**src/rtl/spi3_shifter.sv**
```systemverilog
module spi3_shifter #(
  parameter int DW = 8,
  parameter int RW = 8
) (
  input  logic          clk,
  input  logic          rst_n,
  input  logic          wr_en,
  input  logic [DW-1:0] wr_data,
  input  logic          use_timer,
  input  logic [RW-1:0] reload,
  input  logic          rd_en,
  input  logic [DW-1:0] par_in,
  output logic [DW-1:0] par_out,
  output logic          sclk,
  output logic          mosi,
  output logic          busy,
  output logic          done,
  output logic          overrun,
  output logic          ack_n
);
  localparam int CW = (DW > 1) ? $clog2(DW) : 1;

  logic [DW-1:0] sh;
  logic [RW-1:0] lim, cnt;
  logic [CW-1:0] bits;

  wire accept = wr_en && !busy;
  wire tick   = busy && (cnt == '0);
  wire [RW-1:0] start_lim = use_timer ? reload : '0;

  assign mosi = sh[DW-1];

  always_ff @(posedge clk or negedge rst_n) begin
    if (!rst_n) begin
      sh      <= '0;
      lim     <= '0;
      cnt     <= '0;
      bits    <= '0;
      busy    <= 1'b0;
      done    <= 1'b0;
      overrun <= 1'b0;
      sclk    <= 1'b1;
    end else if (accept) begin
      sh      <= wr_data;
      lim     <= start_lim;
      cnt     <= start_lim;
      bits    <= '0;
      busy    <= 1'b1;
      done    <= 1'b0;
      overrun <= 1'b0;
      sclk    <= 1'b0;
    end else begin
      if (wr_en) overrun <= 1'b1;
      if (tick) begin
        cnt <= lim;
        if (!sclk) begin
          sclk <= 1'b1;
        end else if (bits == CW'(DW-1)) begin
          busy <= 1'b0;
          done <= 1'b1;
        end else begin
          sclk <= 1'b0;
          sh   <= sh << 1;
          bits <= bits + 1'b1;
        end
      end else if (busy) begin
        cnt <= cnt - 1'b1;
      end
    end
  end

  always_ff @(posedge clk or negedge rst_n) begin
    if (!rst_n) begin
      par_out <= '0;
      ack_n   <= 1'b1;
    end else begin
      if (rd_en) par_out <= par_in;
      ack_n <= !rd_en;
    end
  end
endmodule


```
**config.mk**
```make
export PLATFORM = sky130hd
export DESIGN_NAME = spi3_shifter
export DESIGN_NICKNAME = d
export VERILOG_FILES = /design/src/rtl/spi3_shifter.sv
export SDC_FILE = /design/constraint.sdc
export NUM_CORES = 1
export LEC_CHECK = 0
export BUFFER_PORTS_ARGS = -buffer_cell sky130_fd_sc_hd__buf_2
export CORE_ASPECT_RATIO = 0.75
export CORE_MARGIN = 5
export CORE_UTILIZATION = 50
export DETAILED_ROUTE_END_ITERATION = 7
export MAX_ROUTING_LAYER = met4
export PLACE_DENSITY = 0.72
export SLEW_MARGIN = 20
export SYNTH_ARGS = -nofsm -noshare
export SYNTH_HDL_FRONTEND = slang
export SYNTH_SLANG_ARGS = --single-unit
```
**constraint.sdc**
```tcl
create_clock -name clk -period 4.7 [get_ports clk]
set_input_delay 0.47 -clock clk [delete_from_list [all_inputs] [get_ports clk]]
set_output_delay 0.47 -clock clk [all_outputs]
set_load 0.005 [all_outputs]
```
# ---- Word-level counts from Yosys, hierarchy flattened
# Index checks and enable logic that the tools add are counted.
dict set report word_totals {
  input_bits 29
  out_inout_bits 14
  ff_bits 40
  word_cells 52
}
dict set report op_classes {
  eq_ne 2
  n_mux 26
  addsub 2
  reduce_logical 12
}
# cell n
set op_table {}
lappend op_table {{$mux W8} 8}
lappend op_table {{$mux W1} 14}
lappend op_table {{$mux W3} 4}
lappend op_table {{$logic_not A8 Y1} 1}
lappend op_table {{$reduce_bool A2 Y1} 4}
lappend op_table {{$sub A8 B1 Y8 const B} 1}
lappend op_table {{$reduce_and A3 Y1} 2}
lappend op_table {{$add A3 B1 Y3 const B} 1}
lappend op_table {{$eq A3 B3 Y1 const B} 1}
lappend op_table {{$reduce_bool A3 Y1} 1}
lappend op_table {{$logic_and A1 B1 Y1} 2}
lappend op_table {{$logic_not A1 Y1} 2}
lappend op_table {{$ne A2 B2 Y1 const B} 1}

# ---- Depth between registers and ports, before layout
# Gate-level depths: netlist of run 1.
dict set report depth {
  depth_word 5
  depth_mapped 7
  depth_no_buf 6
}

# ---- Worst setup path before layout of run 1
# Ideal clock, no wire load.
dict set report synth_timing {
  kind {flip-flop to flip-flop}
  startpoint {reg cnt[5]}
  endpoint {reg sh[1]}
  setup_time_ns 0.082
  stages_incl_launch_ff 5
  required_time_ns 4.618
  synth_period_minus_slack_ns 1.661
  n_path_buf 0
  arrival_time_ns 1.579
  slack_ns 3.039
  path_cell_list {dfrtp_1 or4_4 nor4b_4 nand2_1 a31oi_1}
}
dict set report synth_between {
  elab_chain_cells 4
}
# item line_no
set synth_lines {}
lappend synth_lines {{start, declared} 24} ;# logic [RW-1:0] lim, cnt;
lappend synth_lines {{start signal, assigned} 46} ;# cnt <= start_lim;
lappend synth_lines {{start signal, assigned} 55} ;# cnt <= lim;
lappend synth_lines {{start signal, assigned} 67} ;# cnt <= cnt - 1'b1;
lappend synth_lines {{$logic_not A8 Y1} 28} ;# wire tick = busy && (cnt == '0);
lappend synth_lines {{$logic_and A1 B1 Y1} 28}
lappend synth_lines {{$reduce_bool A2 Y1 (no source line)} n/a}
lappend synth_lines {{$reduce_and A3 Y1 (no source line)} n/a}
lappend synth_lines {{end signal, assigned} 44} ;# sh <= wr_data;
lappend synth_lines {{end signal, assigned} 63} ;# sh <= sh << 1;
lappend synth_lines {{end, declared} 23} ;# logic [DW-1:0] sh;
# No other way between the ends.
# A chain may end at the register's enable or synchronous reset.

# ---- Worst setup path in the final report of run 1
dict set report layout_timing {
  startpoint {reg busy}
  endpoint {reg sh[7]}
}
dict set report layout_between {
  elab_chain_cells 4
  elab_cells_between_ends 8
  classes_between {1 x eq/ne; 1 x mux; 6 x reduce/logical}
}
# item line_no
set layout_lines {}
lappend layout_lines {{start, declared} 16} ;# output logic busy,
lappend layout_lines {{start signal, assigned} 39} ;# busy <= 1'b0;
lappend layout_lines {{start signal, assigned} 48} ;# busy <= 1'b1;
lappend layout_lines {{start signal, assigned} 59} ;# busy <= 1'b0;
lappend layout_lines {{$logic_not A1 Y1} 27} ;# wire accept = wr_en && !busy;
lappend layout_lines {{$logic_and A1 B1 Y1} 27}
lappend layout_lines {{$ne A2 B2 Y1 (no source line) / $reduce_bool A2 Y1 (equally long branches)} n/a}
lappend layout_lines {{$reduce_and A3 Y1 (no source line)} n/a}
# Several ways; a longest one is shown, not always the timed one.

==> flow_summary.toml, run 1 <==
[drt]
drc = 0
post_drt_wl_per_cell_um = 14.2
via_per_inst = 5.42
antenna_left = 0
drt_iter0_markers = 111
dr.pass1.iters = 4
vias = 1573
finalWirelength_mm = 4.12

[logic_synthesis]
yosys_warnings = 0
synth_top_area_share_pct = 49.3
synth_nets = 232
synth_seq_area_share_pct = 52.0
postSynthRegisterBits = 40
avgSynthCellArea_um2 = 9.69
yosysTopAreaCell = "dfrtp_1"
synthCells = 199
synthTopCellsByArea = "dfrtp_1 49%, nand2_1 7.8%, mux2_2 6.4%"
syn-cell-area_um2 = 1930
synth.distinct_cells = 32

[clock_network]
cts_sinks = 40
cts_made_buffers = 5
hold_buffers = 0
cts_setup_buffers = 0
cts-htree-levels = 2
clk_latency_ns = 0.29
ctsResizeCount = 0
cts_tree = "yes"
cts.clk_slew.worst_paths_ns = 0.08
clock_path_buffers = 2
cts-root-buf = "clkbuf_8"

[global_route]
grt_use_total_pct = 18.3
antenna_found_initial = 0
grt_remaining_overflow = 0
grt_pass1_wl_mm = 7.20
grt_max_degree = 41
grt_pass1_vias = 1522

[placement]
routabilityCongestion = 0.862
dpl_cell_area_um2 = 2160
pre_cts_ws_ns = 2.54
hpwl_mm = 2.93
portBuffers = 42

[final_layout]
multiInputGateArea_um2 = 857
fill_cells = 323
areaGrowthSynthToFinish_pct = 16.9
drive_gt1_share_pct = 27.7
diodes = 0
final_nets = 270
fin_area_um2 = 2250
final_util_pct = 61.2
register_area_um2 = 1000

[timing]
whs_ns = 0.292
tightest_slew_ns = 0.950
hold_violations = 0
final_max_slew_viol_count = 0
slew_headroom_pct = 36.6
finClkSkew_ns = 0.00624
rsz0062_at_grt = "no"
fin_crit_ns = 2.20
fin_ws_ns = 2.50
finalCritPeriodShare_pct = 46.7
finalSetupTns_ns = 0
finalSetupViolCount = 0
max_freq_ghz = 0.455

[die]
std_cell_rows = 19
ios = 43
die_area_um2 = 5210
die_width_um = 81.7
coreArea_um2 = 3680
die_h_um = 63.8
initial_core_util_pct = 52.3

[critical_path]
cp.arrival_ns = 2.32
cp_data_required_time_ns = 4.82
setup.worst_path.start_class = "flop"
crit_type = "flop to flop"
end_kind = "flop"
worstPathMaxFanout = 27

[power]
max-vdd-ir-drop_mv = 0.305
p_leak_nw = 1.05
power_density_nw_per_um2 = 474

[job]
maxCapViolCount = 0

[status]
status = "complete, no violations"

[hold_path]
hold_path.class = "input port to asynchronous set/reset pin"
[cells in the final DEF (no fill, tap or decap), types with 2 or more instances in the layout]
| cell | Yosys | final |
|---|---|---|
| a311oi_1 | 3 | 3 |
| ha_1 | 4 | 4 |
| nand3b_1 | 2 | 2 |
| nor3b_1 | 2 | 2 |
| dfrtp_1 | 38 | 38 |
| nor2b_1 | 2 | 2 |
| o21ai_0 | 9 | 9 |
| clkinv_2 | 0 | 2 |
| nor2_1 | 13 | 13 |
| buf_2 | 0 | 42 |
| a21oi_1 | 5 | 5 |
| dfstp_2 | 2 | 2 |
| nand3_1 | 15 | 15 |
| nand2_1 | 40 | 40 |
| inv_1 | 7 | 7 |
| mux2_2 | 11 | 11 |
| nand4_1 | 2 | 2 |
| nor3_1 | 2 | 2 |
| nand2b_1 | 3 | 3 |
| clkbuf_8 | 0 | 6 |
| a31oi_1 | 12 | 12 |
| o22ai_1 | 2 | 2 |
| xnor2_1 | 3 | 3 |
[state kept, by name, summed over array words and instances, names as in the netlist]
| name | flops |
|---|---|
| sh | 8 |
| overrun | 1 |
| bits | 3 |
| par_out | 8 |
| cnt | 8 |
| sclk | 1 |
| done | 1 |
| ack_n | 1 |
| lim | 8 |
| busy | 1 |
[Yosys cell counts (all sizes together)]
cell      n
a2111oi   1
a211oi    1
a21oi     5
a22oi     1
a311oi    3
a31oi    12
and4bb    1
clkbuf   11
dfrtp    38
dfstp     2
ha        4
inv       7
mux2     11
nand2    40
nand2b    3
nand3    15
nand3b    2
nand4     2
nand4b    1
nor2     13
nor2b     2
nor3      2
nor3b     2
nor4      1
nor4b     1
o211ai    1
o21ai     9
o22ai     2
or3       1
or4       1
xnor2     3
xor2      1
[critical path, stage by stage, from the launching register on]
cell and delay (ns):
dfrtp_1 0.82, and4bb_1 0.41, nand4b_1 0.45, nand2_1 0.23, a31oi_1 0.11
[kinds of logic after synthesis]
kind of cell | synth area share, %
AOI/OAI and AO/OA | 11.2
xor gates and xnor gates | 1.82
adders and majority gates | 2.60
buffers and inverters | 3.50
DFF | 52.0
muxes | 6.42
and+or+nand+nor | 22.5
[routing by layer]
metal / track usage, % / wire length (µm) / vias up
met5: - / 0 / -
met4: 6.22 / 46 / 0
met3: 4.35 / 242 / 5
met2: 25.6 / 1800 / 43
met1: 26.1 / 2030 / 746
li1: - / - / 779
[path summary, 6_finish.rpt]
path                                 start  endpoint  slack (ns)  cells past startpoint
worst min register to register      lim[4]    lim[4]        0.48                      2
worst max register to register        busy     sh[7]        2.50                      4
worst max-delay path                  busy     sh[7]        2.50                      4
min in group clk                wr_data[0]     sh[0]        0.37                      3
worst min-delay path                 rst_n    lim[1]        0.29                      1
max in group asynchronous            rst_n    lim[0]        3.86                      1
[where the power goes]
| group | internal, mW | total, mW | leakage [nW] | switching (mW) |
|---|---|---|---|---|
| combinational | 0.152 | 0.300 | 0.523 | 0.149 |
| clock | 0.117 | 0.234 | 0.0510 | 0.117 |
| sequential | 0.447 | 0.533 | 0.473 | 0.0858 |
[final cells by class]
type                    instances  share of cell area [%]
well taps                      52                    2.89
multi-input cells             141                    38.0
inverters                       7                    1.17
clock inverters                 2                   0.444
flip-flops and latches         40                    44.5
repair buffers                 42                    9.32
clock buffers                   6                    3.66
[through the flow]
stage | std cells | power [mW]
5_1_grt | 290 | 1.15
4_1_cts | 290 | 1.08
3_3_place_gp | 282 | 0.826
2_1_floorplan | 199 | 0.739
3_5_place_dp | 282 | 0.837
6_report | 290 | 1.07
(Power assumes the default switching activity.)
==> run 2: changes to the inputs <==
Clock period 4.7 ns to 2.3 ns, I/O delays scaled along.
==> flow_summary.toml, run 2 (synthesized netlist as in run 1, its figures left out) <==
[timing]
fin_crit_ns = 1.96
final_max_slew_viol_count = 0
finalSetupViolCount = 0
finalCritPeriodShare_pct = 85.3
finalSetupTns_ns = 0
slew_headroom_pct = 62.9
fin_ws_ns = 0.339
rsz0062_at_grt = "no"
finClkSkew_ns = 0.00323
hold_violations = 0
whs_ns = 0.134
max_freq_ghz = 0.510
tightest_slew_ns = 0.555

[die]
die_h_um = 63.8
ios = 43
coreArea_um2 = 3680
die_width_um = 81.7
std_cell_rows = 19
initial_core_util_pct = 52.3
die_area_um2 = 5210

[clock_network]
cts.clk_slew.worst_paths_ns = 0.07
cts-root-buf = "clkbuf_8"
cts_made_buffers = 5
clk_latency_ns = 0.28
clock_path_buffers = 2
ctsResizeCount = 0
cts_sinks = 40
cts-htree-levels = 2
cts_tree = "yes"

[global_route]
busiest_layer = "met1"
grt_remaining_overflow = 0
use_met1_pct = 27.0
grt_use_met2_pct = 24.0
grt_pass1_vias = 1483
grt_pass1_wl_mm = 7.13
grt_max_degree = 27
gr-usage-met3_pct = 4.63
grt_use_total_pct = 17.9
antenna_found_initial = 0

[critical_path]
cp.arrival_ns = 2.17
path_cells = "inv_1, ha_1, and4bb_1, nor4b_4, nand2_1, a31oi_1"
end_kind = "flop"
critical_path.top_delay_family = "simple AND/OR/NAND/NOR gates"
cp_data_required_time_ns = 2.51
crit_slowest_cell = "nor4b_4"
cp_num_buf_inv = 1
crit_type = "flop to flop"
worstPathMaxFanout = 10
setup.worst_path.start_class = "flop"
cpPeakStageDelay_ns = 0.51

[power]
power_density_nw_per_um2 = 976
max-vdd-ir-drop_mv = 0.538
p_total_mw = 2.27
p_leak_nw = 1.08

[final_layout]
diodes = 0
fill_cells = 322
areaGrowthSynthToFinish_pct = 20.6
final_nets = 277
final_cell_mix = "42 x buf_2, 40 x nand2_1, 38 x dfrtp_1, 15 x nand3_1, 13 x nor2_1"
final_util_pct = 63.1
final_common_cell = "buf_2"
drive_gt1_share_pct = 29.0

[drt]
antenna_left = 0
finalWirelength_mm = 4.21
drt_iter0_markers = 69
vias = 1589
drc = 0
dr.pass1.iters = 4
post_drt_wl_per_cell_um = 14.2
via_per_inst = 5.35

[placement]
portBuffers = 42
hpwl_mm = 3.10
pre_cts_ws_ns = 0.352
routabilityCongestion = 0.872

[hold_path]
hold_path.class = "input port to flop"

[job]
maxCapViolCount = 0

[status]
status = "complete, no violations"
-- run 2: cell count changes in the layout (fill, tap and decap cells not counted) --
cell,before,now
clkbuf_8,6,5
clkbuf_1,0,1
clkinv_2,2,1
bufinv_16,0,1
buf_4,0,6
dlygate4sd3_1,0,1
-- run 2: metal layers --
layer	vias to the layer above	wire length [µm]
met2	45	1850
met1	755	2090
met3	2	246
li1	787	-
met5	-	0
met4	0	24
-- run 2: cell type report --
type | count | area, µm² | area share, %
Sequential cell | 40 | 1000 | 43.2
Clock buffer | 6 | 72.6 | 3.12
Clock inverter | 2 | 35.0 | 1.51
Timing Repair Buffer | 49 | 265 | 11.4
Tap cell | 52 | 65.1 | 2.80
Multi-Input combinational cell | 141 | 857 | 36.9
Inverter | 7 | 26.3 | 1.13
-- run 2: path summary, 6_finish.rpt --
check | cells past startpoint | slack, ns | start | end
hold reg to reg | 2 | 0.48 | lim[4] | lim[4]
hold / removal | 3 | 0.13 | wr_data[0] | sh[0]
max in group asynchronous | 3 | 1.34 | rst_n | lim[5]
setup / recovery | 6 | 0.34 | cnt[0] | sh[3]
setup reg to reg | 6 | 0.34 | cnt[0] | sh[3]
min in group asynchronous | 2 | 0.42 | rst_n | cnt[6]
-- run 2: what timing repair did --
action / CTS / global route
hold buffers: 1 / 0
endpoints found under the hold margin: 15 / 0
setup buffers: 0 / 0
-- run 2: worst register-to-register path, stage by stage (launching register included) --
cell and delay (ns):
dfrtp_1 0.42, inv_1 0.12, ha_1 0.21, and4bb_1 0.32, nor4b_4 0.52, nand2_1 0.12, a31oi_1 0.18
-- run 2: through the flow --
step | instance area, µm² | instances
final | 2320 | 297
after global routing | 2320 | 297
after CTS | 2320 | 297
after detailed placement | 2210 | 288
after global placement | 2210 | 288
after floorplan | 1930 | 199
-- run 2: power breakdown --
part / switching (mW) / internal, mW / total [mW]
registers: 0.173 / 0.914 / 1.09
logic: 0.307 / 0.320 / 0.627
clock network: 0.233 / 0.322 / 0.555
==> run 3: changes to the inputs <==
Settings changed: HOLD_SLACK_MARGIN set to 0.03.
Clock period 2.3 ns to 2.1 ns, I/O delays scaled along.
==> flow_summary.toml, run 3 (synthesized netlist as in run 1, its figures left out) <==
[timing]
rsz0062_at_grt = "no"
tightest_slew_ns = 0.373
finalSetupTns_ns = 0
hold_violations = 0
slew_headroom_pct = 74.5
whs_ns = 0.122
finClkSkew_ns = 0.00459
finalCritPeriodShare_pct = 87.0
final_max_slew_viol_count = 0
finalSetupViolCount = 0
fin_crit_ns = 1.83
max_freq_ghz = 0.547

[die]
ios = 43
coreArea_um2 = 3680
die_width_um = 81.7
die_area_um2 = 5210
std_cell_rows = 19
initial_core_util_pct = 52.3
die_h_um = 63.8

[drt]
antenna_left = 0
via_per_inst = 5.23
dr.pass1.iters = 5
drt_iter0_markers = 62
finalWirelength_mm = 4.20
post_drt_wl_per_cell_um = 13.9
drc = 0
vias = 1574

[clock_network]
cts.clk_slew.worst_paths_ns = 0.08
cts_tree = "yes"
cts-htree-levels = 2
cts-root-buf = "clkbuf_8"
ctsResizeCount = 0
clk_latency_ns = 0.28
clock_path_buffers = 2
cts_made_buffers = 5
cts_sinks = 40

[final_layout]
final_common_cell = "buf_2"
register_area_um2 = 1000
final_cell_mix = "42 x buf_2, 40 x nand2_1, 38 x dfrtp_1, 15 x nand3_1, 13 x nor2_1"
diodes = 0
multiInputGateArea_um2 = 857
drive_gt1_share_pct = 30.5
final_nets = 281
fill_cells = 314
areaGrowthSynthToFinish_pct = 21.3

[global_route]
grt_remaining_overflow = 0
grt_pass1_wl_mm = 7.25
grt_max_degree = 27
grt_use_total_pct = 18.0
grt_pass1_vias = 1556
antenna_found_initial = 0

[placement]
hpwl_mm = 3.17
portBuffers = 42
routabilityCongestion = 0.901

[job]
maxCapViolCount = 0

[power]
max-vdd-ir-drop_mv = 0.449
p_leak_nw = 1.10
power_density_nw_per_um2 = 1020

[hold_path]
hold_path.class = "input port to flop"

[critical_path]
end_kind = "flop"
cp_data_required_time_ns = 2.31
worstPathMaxFanout = 10
cp.arrival_ns = 2.03
rrSetupSlack_ns = 0.27
crit_type = "flop to flop"
setup.worst_path.start_class = "flop"

[status]
status = "complete, no violations"
## run 3: changes by cell type in the layout (fill, tap and decap cells not counted), sizes merged
cell	previous run	this run
buf	48	52
bufinv	1	0
clkinv	1	2
## run 3: per-stage QoR
step	instances	utilization, %	cell area (µm²)	setup WS, ns	power (mW)
floorplan	199	-	1930	0.439	1.65
global placement	291	60.5	2230	0.229	1.87
detailed placement	291	60.5	2230	0.118	1.89
CTS	300	63.3	2330	0.110	2.41
global route	301	63.5	2340	0.118	2.58
finish	301	63.5	2340	0.273	2.40
## run 3: path summary, 6_finish.rpt
check	cells after the start	startpoint	to
max	7	cnt[1]	sh[2]
min	3	wr_data[0]	sh[0]
max reg2reg	7	cnt[1]	sh[2]
min reg2reg	2	lim[4]	lim[4]
max in group asynchronous	3	rst_n	sclk
min in group asynchronous	2	rst_n	cnt[3]
## run 3: per-layer routing
| metal | track usage, % | up-vias | share of wire (%) |
|---|---|---|---|
| li1 | - | 794 | - |
| met2 | 26.1 | 40 | 44 |
| met1 | 26.6 | 738 | 49 |
| met5 | - | - | 0 |
| met3 | 3.65 | 2 | 6.4 |
| met4 | 3.11 | 0 | 0.29 |
## run 3: report_power, final
group          internal [mW]  switching, mW  total, mW
clock                  0.262          0.256      0.518
sequential              1.00          0.190       1.19
combinational          0.353          0.335      0.688
## run 3: worst max-delay path, cell delays in order, from the launching register on
cell and delay, ns:
dfrtp_1 0.42, inv_1 0.13, ha_1 0.22, and4bb_1 0.33
nor4b_4 0.22, buf_4 0.21, nand2_1 0.07, a31oi_1 0.16
## run 3: cell type report
class,instances,share of cell area (%)
sequential,40,42.9
clock inverter,2,0.428
multi-input combinational,141,36.6
tap,52,2.78
clock buffer,6,3.53
inverter,7,1.12
timing repair buffer,53,12.6
## run 3: repair_timing
action                                 CTS  global route
setup endpoints to repair                0             9
endpoints found under the hold margin   11             0
hold buffers                             1             0
setup buffers                            0             1
